===== src/rtl/pal_pkg.sv =====
package pal_pkg;
    localparam int unsigned PAL_N_IN    = 4;
    localparam int unsigned PAL_N_OUT   = 4;
    localparam int unsigned PAL_T_PER_O = 3;

    // literals per term: true and complement of every input and every output
    function automatic int unsigned pal_lits(input int unsigned n_in, input int unsigned n_out);
        return 2 * (n_in + n_out);
    endfunction

    // polarity bits at the bottom of the chain, fuses above them
    function automatic int unsigned pal_cfg_width(input int unsigned n_in, input int unsigned n_out,
                                                  input int unsigned tpo);
        return n_out + n_out * tpo * pal_lits(n_in, n_out);
    endfunction
endpackage


===== src/rtl/pal_cfg_chain.sv =====
module pal_cfg_chain #(
    parameter int unsigned W      = 16,
    parameter int unsigned N_POL  = 4
) (
    input  logic         clk,
    input  logic         rst_n,
    input  logic         shift_en_i,
    input  logic         bit_i,
    output logic [W-1:0] cfg_o
);
    typedef struct packed {
        logic [W-1:0] bits;
    } chain_t;

    localparam logic [W-1:0] RST_VAL = {{(W-N_POL){1'b1}}, {N_POL{1'b0}}};

    chain_t st_d, st_q;

    always_comb begin
        st_d = st_q;
        if (shift_en_i) begin
            st_d.bits = {st_q.bits[W-2:0], bit_i};
        end
    end

    always_ff @(posedge clk or negedge rst_n) begin
        if (!rst_n) begin
            st_q.bits <= RST_VAL;
        end else begin
            st_q <= st_d;
        end
    end

    assign cfg_o = st_q.bits;
endmodule


===== src/rtl/pal_plane.sv =====
module pal_plane #(
    parameter int unsigned N_IN  = 4,
    parameter int unsigned N_OUT = 4,
    parameter int unsigned TPO   = 3
) (
    input  logic [N_IN-1:0]                              in_i,
    input  logic [N_OUT-1:0]                             fb_i,
    input  logic [N_OUT*TPO*pal_pkg::pal_lits(N_IN,N_OUT)-1:0] fuse_i,
    input  logic [N_OUT-1:0]                             pol_i,
    output logic [N_OUT-1:0]                             out_o
);
    localparam int unsigned N_SRC = N_IN + N_OUT;
    localparam int unsigned LITS  = pal_pkg::pal_lits(N_IN, N_OUT);
    localparam int unsigned TERMS = N_OUT * TPO;

    logic [N_SRC-1:0] src;
    logic [LITS-1:0]  lits;
    logic [TERMS-1:0] term;

    assign src = {fb_i, in_i};

    for (genvar k = 0; k < N_SRC; k++) begin : g_lit
        assign lits[2*k]   = src[k];
        assign lits[2*k+1] = ~src[k];
    end

    // a blown fuse forces its literal position to 1 in the AND
    for (genvar t = 0; t < TERMS; t++) begin : g_term
        assign term[t] = &(lits | ~fuse_i[t*LITS +: LITS]);
    end

    // fixed OR plane: each output owns a consecutive group of terms
    for (genvar j = 0; j < N_OUT; j++) begin : g_or
        assign out_o[j] = (|term[j*TPO +: TPO]) ^ pol_i[j];
    end
endmodule


===== src/rtl/pal_fb_array.sv =====
module pal_fb_array #(
    parameter int unsigned N_IN  = pal_pkg::PAL_N_IN,
    parameter int unsigned N_OUT = pal_pkg::PAL_N_OUT,
    parameter int unsigned TPO   = pal_pkg::PAL_T_PER_O
) (
    input  logic             clk,
    input  logic             rst_n,
    input  logic             cfg_en,
    input  logic             cfg_bit,
    input  logic [N_IN-1:0]  in_i,
    output logic [N_OUT-1:0] out_o
);
    localparam int unsigned LITS   = pal_pkg::pal_lits(N_IN, N_OUT);
    localparam int unsigned FUSE_W = N_OUT * TPO * LITS;
    localparam int unsigned CFG_W  = pal_pkg::pal_cfg_width(N_IN, N_OUT, TPO);
    // longest acyclic dependency chain spans every output once
    localparam int unsigned LEVELS = N_OUT;

    logic [CFG_W-1:0] cfg_q;

    pal_cfg_chain #(.W(CFG_W), .N_POL(N_OUT)) u_chain (
        .clk        (clk),
        .rst_n      (rst_n),
        .shift_en_i (cfg_en),
        .bit_i      (cfg_bit),
        .cfg_o      (cfg_q)
    );

    for (genvar v = 0; v < LEVELS; v++) begin : g_lvl
        logic [N_OUT-1:0] fb;
        logic [N_OUT-1:0] q;
        if (v == 0) begin : g_first
            assign fb = '0;
        end else begin : g_next
            assign fb = g_lvl[v-1].q;
        end
        pal_plane #(.N_IN(N_IN), .N_OUT(N_OUT), .TPO(TPO)) u_plane (
            .in_i   (in_i),
            .fb_i   (fb),
            .fuse_i (cfg_q[N_OUT +: FUSE_W]),
            .pol_i  (cfg_q[N_OUT-1:0]),
            .out_o  (q)
        );
    end

    assign out_o = g_lvl[LEVELS-1].q;
endmodule


===== config.mk =====
export PLATFORM = sky130hd
export DESIGN_NAME = pal_fb_array
export DESIGN_NICKNAME = d
export VERILOG_FILES = /design/src/rtl/pal_pkg.sv /design/src/rtl/pal_cfg_chain.sv /design/src/rtl/pal_plane.sv /design/src/rtl/pal_fb_array.sv
export SDC_FILE = /design/constraint.sdc
export NUM_CORES = 1
export LEC_CHECK = 0
export ABC_AREA = 1
export BUFFER_PORTS_ARGS = -buffer_cell sky130_fd_sc_hd__clkbuf_2
export CAP_MARGIN = 40
export CORE_MARGIN = 1
export CORE_UTILIZATION = 51
export DETAILED_ROUTE_END_ITERATION = 6
export PLACE_DENSITY = 0.67
export SKIP_LAST_GASP = 1
export SLEW_MARGIN = 0
export SYNTH_ARGS = -nofsm -noshare
export SYNTH_HDL_FRONTEND = slang
export SYNTH_SLANG_ARGS = --single-unit

===== constraint.sdc =====
create_clock -name clk -period 4.65 [get_ports clk]
set_input_delay 0.6975 -clock clk [delete_from_list [all_inputs] [get_ports clk]]
set_output_delay 0.6975 -clock clk [all_outputs]
set_load 0.1 [all_outputs]

Yosys cells after proc, flatten, opt, wreduce, memory -nomap -nowiden --
Index checks and enable logic that the tools add are counted.
Operators by class: $add $sub $neg 0, $mul 0, divide/modulo/power cells 0, order comparisons 0, eq/ne operators 0, shifts and indexed selects 0, multiplexer cells 0, bitwise operators 92, reduce and logical (&&, ||, !) cells 64
Operator list (number):
- 16-bit bitwise OR | 48
- 16-bit AND reduction | 48
- 16-bit inverter | 12
- 3-bit OR reduction | 16
- 1-bit inverter | 16
- 1-bit bitwise XOR | 16
Storage, ports and cells: flip-flop bits (word level) 196, latch bits 0, memory bits (writable) 0, ROM bits 0, bits of input ports 8, logic and storage cells 157, memories kept 0

Longest topological paths before layout --
Gate-level depths: netlist of run 1.
depth in word-level cells 20, depth in mapped cells 33, mapped depth without buffers 29

Hierarchy --
Synthesis of run 1 repeated with hierarchy kept, for this count alone.
Unflattened totals: cells, all modules 3001, area, all modules 16354.4 µm²
By module, submodules not included:
- pal_plane | instances 4, cells an instance 543, area an instance 2163.3 µm²
- pal_cfg_chain | instances 1, cells an instance 828, area an instance 7697.4 µm²
- pal_fb_array | instances 1, cells an instance 1, area an instance 3.8 µm²

Worst setup path before layout of run 1 --
Ideal clock, no wire load.
path type input to output, from in in_i[1], to out out_o[0], data arrival time 4.046 ns, required time 3.953 ns, slack -0.093 ns, cell stages on the path 30, path buffers 5, path through buf_2 buf_6 nand2_1 nand2_1 nor2_1 nand3_2 nand3_2 nand2_2 buf_4 nand3_1 nand2_1 nor2_1 nand3_2 nand3_2 nand2_2 nand2_4 buf_6 nor2_2 nor2_1 nand3_2 nand4_1 nand2_2 buf_6 nand2_1 nand2_1 nor2_1 nand3_1 nand3_1 nand2_1 nand2_1
Between the ends: word-level cells in the longest chain between the ends 20
RTL lines:
- start, declared | line pal_fb_array.sv:10 | input logic [N_IN-1:0] in_i,
- 1-bit inverter | line pal_plane.sv:24 | assign lits[2*k+1] = ~src[k];
- 16-bit bitwise OR | line pal_plane.sv:29 | assign term[t] = &(lits | ~fuse_i[t*LITS +: LITS]);
- 16-bit AND reduction | line pal_plane.sv:29
- 3-bit OR reduction | line pal_plane.sv:34 | assign out_o[j] = (|term[j*TPO +: TPO]) ^ pol_i[j];
- 1-bit bitwise XOR | line pal_plane.sv:34
- 1-bit inverter | line pal_plane.sv:24
- 16-bit bitwise OR | line pal_plane.sv:29
- 16-bit AND reduction | line pal_plane.sv:29
- [... 4 more ...]
- 16-bit AND reduction | line pal_plane.sv:29
- 3-bit OR reduction | line pal_plane.sv:34
- 1-bit bitwise XOR | line pal_plane.sv:34
- 1-bit inverter | line pal_plane.sv:24
- 16-bit bitwise OR | line pal_plane.sv:29
- 16-bit AND reduction | line pal_plane.sv:29
- 3-bit OR reduction (*) | line pal_plane.sv:34
- 1-bit bitwise XOR (*) | line pal_plane.sv:34
- end, declared | line pal_fb_array.sv:11 | output logic [N_OUT-1:0] out_o
Mark *: on every way between the ends. The rest lies on a longest branch, timed or not.

Worst setup path in the final report of run 1 --
from in in_i[3], to out out_o[1]
The elaborated chain is that of the path after synthesis.

==> out/qor.yml, run 1 <==
global_route:
  grt_util_all_layers: 0.346
  grt_pass1_wl_mm: 58.7
  grt_pass1_vias: 10400
  antenna_found_initial: 0
  grt_remaining_overflow: 0
  grt_max_degree: 157
placed_design:
  hpwl_mm: 28.0
  io_buffer_count: 11
  gp_congestion: 0.997
worst_setup_path:
  worstSetupPathType: "in2out"
  crit_slowest_cell: "buf_12"
  worst-endpoint-arrival_ns: 4.33
  cp_max_fo: 8
  r2r_start: "u_chain.cfg_o[1]"
  reg2reg_to: "u_chain.cfg_o[1]"
  reg2regPathDepth: 3
  reg2reg_slack_ns: 3.48
  worstSetupEndpoint: "out_o[1]"
  slowest_delay_ns: 0.17
  startpoint_type: "input port"
  crit_required_ns: 3.95
  worstSetupEndpointType: "output pin"
  cp-startpoint: "in_i[3]"
  crit_top_cell: "nand2_1"
route:
  postRouteAntennaNets: 0
  vias_per_cell: 5.59
  drc: 0
  drt_first_iter_violations: 1198
  wl_mm: 39.8
  vias: 11600
  wl_per_cell_um: 19.2
  drt-pass1-iter-count: 5
logic_synthesis:
  postSynthAreaPerCell_um2: 7.13
  synth_warnings: 0
  netlist-cell-type-count: 24
  synthCells: 1603
  yosysSeqAreaShare: 0.450
  netlist_area_um2: 11400
  synth_nets: 1611
  ys_ff_latch: 196
clock_tree:
  numCtsBuffers: 17
  cts_tree: "done"
  clk_path_buf_depth: 2
  cts-root-buf: "clkbuf_16"
  clock_sinks: 196
  htree_levels: 4
  clk-insertion-delay-late_ns: 0.44
  path_clk_slew_ns: 0.08
die:
  core_area_um2: 21900
  fp.dieW_um: 152
  io_pins: 12
  die_h_um: 152
  die-area_um2: 23000
  initial_core_util: 0.522
  fp-row-count: 54
timing:
  period_needed_ns: 5.03
  setup_violations: 4
  post-route-period-util: 1.08
  tns_ns: -1.42
  holdWs_ns: 0.300
  fmax_ghz: 0.199
  slew_violations: 0
  fin_worst_skew_ns: 0.0107
  hold_violations: 0
  worst_pin_slew_ns: 0.799
  setup_slack_ns: -0.379
  rsz0062_at_grt: "yes"
  slew_headroom: 0.467
finish:
  final_common_cell: "nand2_1"
  num_antenna_cells: 0
  final_cell_mix: "nand2_1, dfstp_2, nor2_1, buf_4, inv_1"
  drive_above_1_share: 0.361
  n_fill_cell: 1886
  largest_register_ffs: 196
  area_delta_synth_final_pct: 29.7
  fin_nets: 1787
power_and_ir_drop:
  ir_worst_vdd_uv: 264
  leakagePower_nw: 7.01
  cellPowerDensity_nw_per_um2: 409
worst_hold_path:
  min_path_type: "in2async"
run:
  drv_cap: 0
status:
  status: "finished, violations left"
  violations: "negative setup slack"
==> repair_timing <==
| item | CTS | global route |
|---|---|---|
| resized for setup | 67 | 157 |
| hold buffers | 0 | 0 |
| hold endpoints to repair | 0 | 0 |
| endpoints found under the setup margin | 4 | 4 |
| setup buffers | 8 | 16 |
| pin swaps | 23 | 86 |
| gates cloned | 2 | 6 |
==> logic make-up (layout without fill, tap and decap cells) <==
logic type,after synthesis,in the layout,share of synthesized area
compound gates,233,233,0.103
buf+inv,205,393,0.0798
simple gates,969,970,0.368
flops,196,196,0.450
==> worst min-delay path by stage <==
stage | from | end
2_1_floorplan | rst_n | u_chain.cfg_o[0]
3_3_place_gp | u_chain.cfg_o[182] | u_chain.cfg_o[183]
3_5_place_dp | u_chain.cfg_o[33] | u_chain.cfg_o[34]
4_1_cts | rst_n | u_chain.cfg_o[2]
5_1_grt | rst_n | u_chain.cfg_o[2]
6_report | rst_n | u_chain.cfg_o[2]
==> power by group <==
group | switching [W] | total (W) | internal (W)
clock | 0.000800 | 0.00153 | 0.000732
combinational | 0.00128 | 0.00213 | 0.000855
sequential | 0.000249 | 0.00240 | 0.00215
==> synth_stat cells (all sizes together) <==
cell type / n / share of area
nand2: 503 / 0.17
nor2: 244 / 0.082
dfstp: 192 / 0.44
nand3: 182 / 0.089
o21ai: 153 / 0.067
inv: 133 / 0.044
a21oi: 76 / 0.033
clkbuf: 44 / 0.014
nand4: 29 / 0.019
buf: 27 / 0.021
nor4: 7 / 0.0038
and2: 4 / 0.0022
dfrtp: 4 / 0.0088
o21bai: 4 / 0.0026
clkinv: 1 / 0.00033
==> worst max-delay path: cells and delay by family <==
kind	cells	cell delay [ns]
simple gates	24	2.56
buf+inv	7	0.99
compound gates	1	0.06
==> per-layer routing <==
metal	GRT usage	part of all wire
met5	0	0
met4	0.106	0.036
met3	0.0467	0.093
met2	0.550	0.46
met1	0.487	0.41
==> area by class of cell <==
class,instances,area (um^2),share of cell area
clock buffer,17,425,0.0287
clock inverter,15,179,0.0121
inverter,134,523,0.0353
multi-input combinational,1203,6050,0.408
sequential,196,5140,0.347
tap,280,350,0.0236
timing repair buffer,227,2150,0.145
==> stage by stage <==
step                total power [W]  setup slack [ns]  instances  cell area (um^2)  utilization
floorplan                   0.00338             0.156       1603             11400            -
CTS                         0.00583            -0.345       2050             14000        0.642
global route                0.00634            -0.584       2072             14800        0.677
global placement            0.00419            -0.459       2009             13100        0.598
finish                      0.00606            -0.379       2072             14800        0.677
detailed placement          0.00421            -0.524       2009             13100        0.598
Power figures use the tool's default switching activity.
==> run 2: changes to the inputs <==
--- a/config.mk
+++ b/config.mk
@@ -11,9 +11,10 @@
 export CORE_MARGIN = 1
 export CORE_UTILIZATION = 51
 export DETAILED_ROUTE_END_ITERATION = 6
-export PLACE_DENSITY = 0.67
+export PLACE_DENSITY = 0.66
 export SKIP_LAST_GASP = 1
 export SLEW_MARGIN = 0
 export SYNTH_ARGS = -nofsm -noshare
 export SYNTH_HDL_FRONTEND = slang
+export SYNTH_HIERARCHICAL = 1
 export SYNTH_SLANG_ARGS = --single-unit
==> out/qor.yml, run 2 <==
clock_tree:
  cts_tree: "done"
  numCtsBuffers: 17
  path_clk_slew_ns: 0.07
  cts-root-buf: "clkbuf_16"
  htree_levels: 4
  clk_path_buf_depth: 2
  clk-insertion-delay-late_ns: 0.47
  clock_sinks: 196
logic_synthesis:
  ys.flop_type: "dfstp_2"
  netlist-cell-type-count: 18
  synthMuxAreaShare: 0
  synthAdderAreaFrac: 0
  ys_ff_latch: 196
  netlist_area_um2: 16400
  synth-xor-area-share: 0
  yosysSeqAreaShare: 0.315
  synth_common_cells: "nand2_1, inv_1, nor2_1"
  postSynthAreaPerCell_um2: 5.45
  synth_edf_count: 0
  synth.top_cell.area_share: 0.385
  async_flop_share: 1.00
  synth_area_leaders: "nand2_1, dfstp_2, inv_1"
  yosys.area.top_type: "nand2_1"
  synthCells: 3001
  synth-compound-area-share: 0.0245
  synth_most_common_cell: "nand2_1"
  synthSimpleGateAreaFrac: 0.457
  synth_warnings: 6
  synth_top_family_by_area: "simple AND/OR/NAND/NOR gates"
timing:
  fin_worst_skew_ns: 0.0115
  post-route-period-util: 1.20
  fmax_ghz: 0.179
  rsz0062_at_grt: "yes"
  period_needed_ns: 5.58
  setup_slack_ns: -0.931
  holdWs_ns: 0.143
  worst_pin_slew_ns: 0.686
  slew_headroom: 0.542
  hold_violations: 0
  setup_violations: 4
  tns_ns: -3.60
  slew_violations: 0
worst_setup_path:
  worstSetupEndpointType: "output pin"
  startpoint_type: "input port"
  crit_buf_inv: 11
  reg2reg_to: "u_chain/cfg_o[124]"
  cp_max_fo: 8
  reg2regPathDepth: 3
  reg2reg_slack_ns: 3.64
  crit_required_ns: 3.95
  r2r_start: "u_chain/cfg_o[123]"
  crit_slowest_cell: "nand4_1"
  worstSetupPathType: "in2out"
  worst-endpoint-arrival_ns: 4.88
  path_delay_family: "simple AND/OR/NAND/NOR gates"
  critical_path_depth: 41
  slowest_delay_ns: 0.21
finish:
  num_antenna_cells: 0
  final_cell_mix: "nand2_1, inv_1, buf_4, dfstp_2, nor2_1"
  drive_above_1_share: 0.210
  fin_area_um2: 20200
  multi_input_area_um2: 8380
  fin_util: 0.640
  area_delta_synth_final_pct: 23.4
  largest_register_ffs: 196
  n_fill_cell: 2958
  fin_nets: 3234
  regArea_um2: 5140
  final_common_cell: "nand2_1"
die:
  fp-row-count: 65
  initial_core_util: 0.518
  io_pins: 12
  fp.dieW_um: 181
  core_area_um2: 31600
  die-area_um2: 32800
  die_h_um: 181
power_and_ir_drop:
  ir_worst_vdd_uv: 459
  leakagePower_nw: 11.1
  fin_total_pwr_w: 0.00682
  cellPowerDensity_nw_per_um2: 338
route:
  vias_per_cell: 4.82
  wl_per_cell_um: 15.4
  drc: 0
  postRouteAntennaNets: 0
  wl_mm: 56.1
  drt_first_iter_violations: 1576
  vias: 17600
  drt-pass1-iter-count: 5
worst_hold_path:
  min_path_type: "in2async"
global_route:
  grt_util_all_layers: 0.345
  antenna_found_initial: 0
  grt_max_degree: 116
  grt_pass1_vias: 16100
  grt_pass1_wl_mm: 86.9
  grt_remaining_overflow: 0
status:
  status: "finished, violations left"
  violations: "negative setup slack"
run:
  drv_cap: 0
placed_design:
  gp_congestion: 0.971
  io_buffer_count: 11
  hpwl_mm: 39.1
  placed_cell_area_um2: 18500
## run 2: metal layers
metal / wire length, um / global-route usage / vias to the layer above
met3: 3450 / 0.0441 / 122
met2: 26700 / 0.584 / 617
met1: 23200 / 0.430 / 7939
met4: 2760 / 0.183 / 0
li1: - / - / 8889
met5: 0 / 0 / -
## run 2: repair_timing
item | 4_1_cts | 5_1_grt
resized for setup | 118 | 107
cloned | 4 | 3
pin swaps | 49 | 97
endpoints found under the hold margin | 0 | 0
endpoints found under the setup margin | 4 | 4
buffers inserted | 18 | 12
hold buffers | 0 | 0
## run 2: worst reg2reg max path, stage by stage, from the launching register on
cell and delay, ns:
dfstp_2 0.53, buf_4 0.12, nand2_1 0.14, nand2_1 0.14
## run 2: cells by family after synthesis
logic type / count (synthesis)
AOI/OAI and AO/OA: 80
buffers and inverters: 776
DFF: 196
other: 1
and+or+nand+nor: 1948
## run 2: final cells by class
| cell class | instances | area share |
|---|---|---|
| tap | 402 | 0.0249 |
| timing repair buffer | 302 | 0.150 |
| sequential | 196 | 0.255 |
| multi-input combinational | 2040 | 0.415 |
| inverter | 669 | 0.126 |
| clock buffer | 19 | 0.0214 |
| clock inverter | 13 | 0.00861 |
## run 2: where the power goes
part / total (W) / switching, W / internal, W / leakage [nW]
logic: 0.00341 / 0.00202 / 0.00139 / 8.80
clock network: 0.00160 / 0.000741 / 0.000855 / 0.278
registers: 0.00182 / 0.0000382 / 0.00178 / 2.03
## run 2: through the flow
| step | instances | setup WS (ns) |
|---|---|---|
| CTS | 3626 | -0.816 |
| finish | 3641 | -0.931 |
| global placement | 3570 | -1.43 |
| detailed placement | 3572 | -1.45 |
| floorplan | 3012 | 0.0905 |
| global route | 3641 | -1.14 |
## run 2: worst max-delay path by stage
stage | start | endpoint | slack (ns)
final | in_i[2] | out_o[3] | -0.93
after global routing | in_i[2] | out_o[3] | -1.14
after CTS | in_i[2] | out_o[3] | -0.82
after detailed placement | in_i[3] | out_o[1] | -1.45
after global placement | in_i[3] | out_o[1] | -1.43
after floorplan | in_i[1] | out_o[1] | 0.09
